File: config.mk
export PLATFORM = sky130hd
export DESIGN_NAME = prio_wakeup_sched
export DESIGN_NICKNAME = d
export VERILOG_FILES = /design/src/rtl/sched_pkg.sv /design/src/rtl/sched_hp_mask.sv /design/src/rtl/sched_hi_pick.sv /design/src/rtl/sched_dis_cnt.sv /design/src/rtl/prio_wakeup_sched.sv
export SDC_FILE = /design/constraint.sdc
export NUM_CORES = 1
export LEC_CHECK = 0
export BUFFER_PORTS_ARGS = -buffer_cell sky130_fd_sc_hd__buf_4
export CORE_ASPECT_RATIO = 1.75
export CORE_MARGIN = 2
export CORE_UTILIZATION = 25
export DETAILED_ROUTE_END_ITERATION = 6
export PLACE_DENSITY_LB_ADDON = 0.05
export SYNTH_ARGS = -nofsm -noshare
export SYNTH_HDL_FRONTEND = slang
export SYNTH_SLANG_ARGS = --single-unit
File: constraint.sdc
create_clock -name clk -period 8.7 [get_ports clk]
set_input_delay 0 -clock clk [delete_from_list [all_inputs] [get_ports clk]]
set_output_delay 0 -clock clk [all_outputs]
set_load 0.03 [all_outputs]
File: src/rtl/sched_pkg.sv
package sched_pkg;
  // Reason the scheduling step runs in the current cycle
  typedef enum logic [1:0] {
    ENT_NONE  = 2'd0,
    ENT_BOUND = 2'd1,
    ENT_BLOCK = 2'd2,
    ENT_IDLE  = 2'd3
  } sched_entry_e;
endpackage

File: src/rtl/sched_hp_mask.sv
// Mask of every process that outranks process pn_i (wire bit w holds process N-1-w)
module sched_hp_mask #(
  parameter int N  = 16,
  parameter int PW = 4
) (
  input  logic [PW-1:0] pn_i,
  output logic [N-1:0]  mask_o
);
  localparam int SW = PW + 1;

  for (genvar gw = 0; gw < N; gw++) begin : g_bit
    // process N-1-gw outranks pn  <=>  gw < N-1-pn  <=>  pn + gw < N-1
    assign mask_o[gw] = ({1'b0, pn_i} + SW'(gw)) < SW'(N - 1);
  end
endmodule

File: src/rtl/sched_hi_pick.sv
// Highest-numbered process whose bit is set (lowest wire bit wins)
module sched_hi_pick #(
  parameter int N  = 16,
  parameter int PW = 4
) (
  input  logic [N-1:0]  vec_i,
  output logic          found_o,
  output logic [PW-1:0] pn_o
);
  always_comb begin
    found_o = 1'b0;
    pn_o    = '0;
    for (int w = N - 1; w >= 0; w--) begin
      if (vec_i[w]) begin
        found_o = 1'b1;
        pn_o    = PW'(N - 1 - w);
      end
    end
  end
endmodule

File: src/rtl/sched_dis_cnt.sv
// Nestable wakeup-disable counter with saturation traps
module sched_dis_cnt #(
  parameter int CW      = 8,
  parameter int RST_VAL = 1
) (
  input  logic clk,
  input  logic rst_n,
  input  logic inc_i,
  input  logic dec_i,
  output logic zero_o,
  output logic err_o
);
  localparam logic [CW-1:0] MAXV = '1;

  logic [CW-1:0] cnt_q;
  logic          err_q;
  logic          up_fail, dn_fail;

  assign up_fail = inc_i && !dec_i && (cnt_q == MAXV);
  assign dn_fail = dec_i && !inc_i && (cnt_q == '0);

  always_ff @(posedge clk or negedge rst_n) begin
    if (!rst_n) begin
      cnt_q <= CW'(RST_VAL);
      err_q <= 1'b0;
    end else begin
      err_q <= up_fail || dn_fail;
      if (inc_i && !dec_i && !up_fail)      cnt_q <= cnt_q + 1'b1;
      else if (dec_i && !inc_i && !dn_fail) cnt_q <= cnt_q - 1'b1;
    end
  end

  assign zero_o = (cnt_q == '0);
  assign err_o  = err_q;

  // a trap leaves the count where it was
  a_r2_trap_holds: assert property (@(posedge clk) disable iff (!rst_n)
    err_q |-> $stable(cnt_q));
  // no wrap from zero to the top
  a_r2_no_underwrap: assert property (@(posedge clk) disable iff (!rst_n)
    ($past(cnt_q) == '0) |-> (cnt_q != MAXV));
  // no wrap from the top to zero
  a_r2_no_overwrap: assert property (@(posedge clk) disable iff (!rst_n)
    ($past(cnt_q) == MAXV) |-> (cnt_q != '0));
endmodule

File: src/rtl/prio_wakeup_sched.sv
module prio_wakeup_sched
  import sched_pkg::*;
#(
  parameter int NPROC   = 16,
  parameter int CNT_W   = 8,
  parameter int CNT_RST = 1,
  localparam int PW     = $clog2(NPROC)
) (
  input  logic             clk,
  input  logic             rst_n,
  input  logic             bnd_i,
  input  logic [NPROC-1:0] wake_i,
  input  logic             act_we_i,
  input  logic [NPROC-1:0] act_wdata_i,
  input  logic             inc_i,
  input  logic             dec_i,
  input  logic             blk_i,
  output logic             switch_o,
  output logic [PW-1:0]    new_pn_o,
  output logic             idle_o,
  output logic             wake_err_o,
  output logic             blk_err_o
);
  localparam logic [NPROC-1:0] ONE = NPROC'(1);

  logic [NPROC-1:0] rdy_q, act_q, wreq_q;
  logic [PW-1:0]    cur_q;
  logic             idle_q, sw_q, berr_q;

  logic             woc_zero;
  logic [NPROC-1:0] hp_mask, pend_hi, cur_bit;
  logic [NPROC-1:0] rdy_base, absorb, rdy_nx, wreq_nx;
  logic             found;
  logic [PW-1:0]    sel;
  sched_entry_e     entry;

  sched_dis_cnt #(.CW(CNT_W), .RST_VAL(CNT_RST)) u_dis (
    .clk    (clk),
    .rst_n  (rst_n),
    .inc_i  (inc_i),
    .dec_i  (dec_i),
    .zero_o (woc_zero),
    .err_o  (wake_err_o)
  );

  sched_hp_mask #(.N(NPROC), .PW(PW)) u_mask (
    .pn_i   (cur_q),
    .mask_o (hp_mask)
  );

  assign cur_bit = ONE << (PW'(NPROC - 1) - cur_q);
  assign pend_hi = wreq_q & act_q & hp_mask;

  always_comb begin
    if (idle_q)                                entry = ENT_IDLE;
    else if (blk_i && woc_zero)                entry = ENT_BLOCK;
    else if (bnd_i && woc_zero && |pend_hi)    entry = ENT_BOUND;
    else                                       entry = ENT_NONE;
  end

  always_comb begin
    rdy_base = (entry == ENT_BLOCK) ? (rdy_q & ~cur_bit) : rdy_q;
    absorb   = (entry != ENT_NONE) ? (wreq_q & act_q & ~rdy_base) : '0;
    rdy_nx   = rdy_base | absorb;
    // same-cycle requests land after the absorbed bits are cleared
    wreq_nx  = (wreq_q & ~absorb) | wake_i;
  end

  sched_hi_pick #(.N(NPROC), .PW(PW)) u_pick (
    .vec_i   (rdy_nx & act_q),
    .found_o (found),
    .pn_o    (sel)
  );

  always_ff @(posedge clk or negedge rst_n) begin
    if (!rst_n) begin
      rdy_q  <= '0;
      act_q  <= '0;
      wreq_q <= '0;
      cur_q  <= '0;
      idle_q <= 1'b0;
      sw_q   <= 1'b0;
      berr_q <= 1'b0;
    end else begin
      rdy_q  <= rdy_nx;
      wreq_q <= wreq_nx;
      berr_q <= blk_i && !woc_zero && !idle_q;
      sw_q   <= 1'b0;
      if (act_we_i) act_q <= act_wdata_i;
      if (entry != ENT_NONE) begin
        if (!found) begin
          idle_q <= 1'b1;
        end else begin
          idle_q <= 1'b0;
          cur_q  <= sel;
          sw_q   <= (sel != cur_q);
        end
      end
    end
  end

  assign switch_o  = sw_q;
  assign new_pn_o  = cur_q;
  assign idle_o    = idle_q;
  assign blk_err_o = berr_q;

  // idling and switching exclude each other
  a_r8_idle_quiet: assert property (@(posedge clk) disable iff (!rst_n)
    idle_o |-> !switch_o);
  // a switch always names a different process
  a_r3_switch_moves: assert property (@(posedge clk) disable iff (!rst_n)
    switch_o |-> (new_pn_o != $past(new_pn_o)));
  // the process switched to was active when chosen
  a_r9_pick_active: assert property (@(posedge clk) disable iff (!rst_n)
    switch_o |-> (($past(act_q) & cur_bit) != '0));
  // the block trap follows a disallowed block only
  a_r6_blk_trap_cause: assert property (@(posedge clk) disable iff (!rst_n)
    blk_err_o |-> ($past(blk_i) && !$past(woc_zero)));
  // a boundary while disabled never switches
  a_r4_boundary_suppressed: assert property (@(posedge clk) disable iff (!rst_n)
    ($past(bnd_i) && !$past(woc_zero) && !$past(idle_q) && !$past(blk_i)) |-> !switch_o);
endmodule

==> results.json <==
{
  "status": "finished, final reports clean",
  "cp_top_family": "compound AO/OA/AOI/OAI gates",
  "rsz0062_at_grt": "no",
  "finalCritPeriodShare_pct": 57.59,
  "cp_max_fo": 23,
  "layout_commonest_cell": "dfrtp_1",
  "setup_tns_ns": 0,
  "totalWireLength_mm": 13.44,
  "critPathCaptureType": "flop",
  "tightest_slew_ns": 0.8811,
  "final_cell_mix": "dfrtp_1 (63), buf_4 (48), o21ai_0 (39)",
  "cp.arrival_ns": 5.23,
  "startpoint_type": "flop",
  "grt_start_max_net_pins": 65,
  "ys_warn_count": 0,
  "clkLatencyLatePin_ns": 0.34,
  "grt_pass1_vias": 3678,
  "p_leak_uw": 0.002160,
  "ys_ff_latch": 64,
  "cts_max_level": 3,
  "cellPowerDensity_nw_per_um2": 265.7,
  "area.growth.synth_to_final_pct": 29.65,
  "final_hold_viol_count": 0,
  "crit_chain": "clkinv_1 -> ha_1 -> nor3_1 -> nor3_1 -> or4b_1 -> o31a_1 -> o31a_1 -> buf_4 -> a31o_4 -> nor4_4 -> a41oi_4 -> mux2_4",
  "clkTransAtPathRegs_ns": 0.06,
  "final_net_count": 561,
  "hpwlAfterDp_mm": 10.20,
  "cp.required_ns": 8.92,
  "clockBufferDepth": 2,
  "ctsHoldBuffers": 35,
  "drive_above_1_share_pct": 18.38,
  "via_per_inst": 5.150,
  "drt-initial-drc-count": 133,
  "syn-cell-area_um2": 4039,
  "grt_overflow": 0,
  "cts_buffers": 9,
  "yosysUniqueCellTypes": 67,
  "timing.critical_path.buf_inv": 2,
  "die_w_um": 100.1,
  "seq_area_frac_synth_pct": 39.68,
  "slew_headroom_pct": 41.26,
  "setup_viol": 0,
  "gr-usage-met2_pct": 30.61,
  "slew_viol_final": 0,
  "io_buffers": 46,
  "start_util_pct": 25.44,
  "postSynthCellCount": 422,
  "numClockSinks": 64,
  "fmax_ghz": 0.1996,
  "drt-pass1-iter-count": 4,
  "synth_ff_type": "dfrtp_1",
  "syn-num-nets": 482,
  "route.detailed.drc": 0,
  "vias": 3579,
  "core_area_um2": 15880,
  "die_h_um": 172.1,
  "irDropWorstVdd_uv": 113.1,
  "drv_cap": 0,
  "grt_pass1_wl_mm": 20.67,
  "max_stage_delay_ns": 0.68,
  "die-area_um2": 17230,
  "async_flop_share_pct": 100.0,
  "io_pins": 47,
  "busiest_layer": "met2",
  "gp_congestion": 0.8748,
  "fin_crit_ns": 5.010,
  "grt_use_met3_pct": 3.193,
  "postCtsResizedCells": 0,
  "fp-row-count": 61,
  "cts-root-buf": "clkbuf_16",
  "utilization_pct": 32.98,
  "synth_edf_count": 0,
  "finClkSkew_ns": 0.007570,
  "holdWs_ns": 0.05506,
  "grt_usage_pct": 16.17,
  "avgSynthCellArea_um2": 9.571,
  "cts_tree": "built",
  "cts_setup_buffers": 0,
  "criticalPathCategory": "flop to flop",
  "cpMaxStageDelayCell": "dfrtp_1",
  "met1_usage_pct": 16.97,
  "ant_nets": 0,
  "n_antenna_cell": 0,
  "antenna_found_initial": 0,
  "worst_hold_path_type": "input pin to flop",
  "wl_per_cell_um": 19.34
}
[state kept, by name, summed over array words and instances, names as in the netlist]
register     flops
act_q           16
blk_err_o        1
idle_o           1
new_pn_o         4
rdy_q           16
switch_o         1
u_dis.cnt_q      8
u_dis.err_o      1
wreq_q          16
[area by class of cell]
type / instances / area (um2)
clock inverter: 5 / 86.33
timing repair buffer: 83 / 710.7
tap: 189 / 236.5
fill: 1671 / 10640
sequential: 64 / 1603
clock buffer: 11 / 252.7
multi-input combinational: 323 / 2272
inverter: 20 / 75.07
[layer usage]
metal	vias to the layer above	wire length [um]	share of wire (%)
met3	21	390	2.9
met1	1753	5251	39
met4	0	488	3.6
met2	76	7312	54
li1	1729	-	-
met5	-	0	0
[synthesized netlist by cell type (6+ instances only)]
library cell | count | area (um2)
xnor2_1 | 7 | 61.31
inv_1 | 18 | 67.56
o21a_1 | 9 | 67.56
nand4_1 | 6 | 37.54
nand3_1 | 16 | 80.08
o21ai_0 | 39 | 195.2
o211ai_1 | 10 | 75.07
and2_1 | 11 | 68.82
mux2_2 | 14 | 157.7
nor2_1 | 15 | 56.30
clkbuf_1 | 9 | 33.78
ha_1 | 20 | 250.2
nand2_1 | 37 | 138.9
dfrtp_1 | 63 | 1577
a21o_1 | 19 | 142.6
a21oi_1 | 21 | 105.1
nor3_1 | 7 | 35.03
[worst paths after layout]
check                                              from                          to  slack (ns)  cells after the start
worst min register to register      wreq_q[7]$_DFF_PN0_         wreq_q[7]$_DFF_PN0_        0.48                      1
worst min-delay path                           act_we_i       act_q[13]$_DFFE_PN0P_        0.06                      2
max in group asynchronous                         rst_n         wreq_q[8]$_DFF_PN0_        7.80                      2
worst max-delay path            new_pn_o[2]$_DFFE_PN0P_     new_pn_o[0]$_DFFE_PN0P_        3.69                     12
min in group asynchronous                         rst_n  u_dis.cnt_q[5]$_DFFE_PN0P_        0.32                      2
worst max register to register  new_pn_o[2]$_DFFE_PN0P_     new_pn_o[0]$_DFFE_PN0P_        3.69                     12
[kinds of logic (layout without fill, tap and decap cells)]
kind of cell,Yosys count,after routing,synth area share [%]
buf+inv,35,119,4.058
flops,64,64,39.68
xor+xnor,10,10,2.169
fa+ha+maj,21,21,6.691
simple gates,125,125,16.57
compound gates,150,150,26.05
mux,17,17,4.771
[where the power goes]
part / leakage (uW) / total (uW) / switching [uW] / internal (uW)
clock network: 0.000167 / 418 / 149 / 269
logic: 0.00126 / 546 / 313 / 233
registers: 0.000738 / 428 / 68.5 / 359
[through the flow]
step           instances  power [uW]  setup WS [ns]  instance area, um2
2_1_floorplan        422       808.4          4.222                4039
3_3_place_gp         644       971.0          3.774                4547
3_5_place_dp         644       967.2          3.697                4547
4_1_cts              695        1406          3.684                5236
5_1_grt              695        1479          3.410                5236
6_report             695        1391          3.690                5236
[worst reg2reg max path: stages, from the launching register on]
cell and delay (ns):
dfrtp_1 0.68, clkinv_1 0.50, ha_1 0.43, nor3_1 0.20
nor3_1 0.10, or4b_1 0.50, o31a_1 0.40, o31a_1 0.42
buf_4 0.27, a31o_4 0.33, nor4_4 0.46, a41oi_4 0.26
mux2_4 0.36
(Power assumes the default switching activity.)
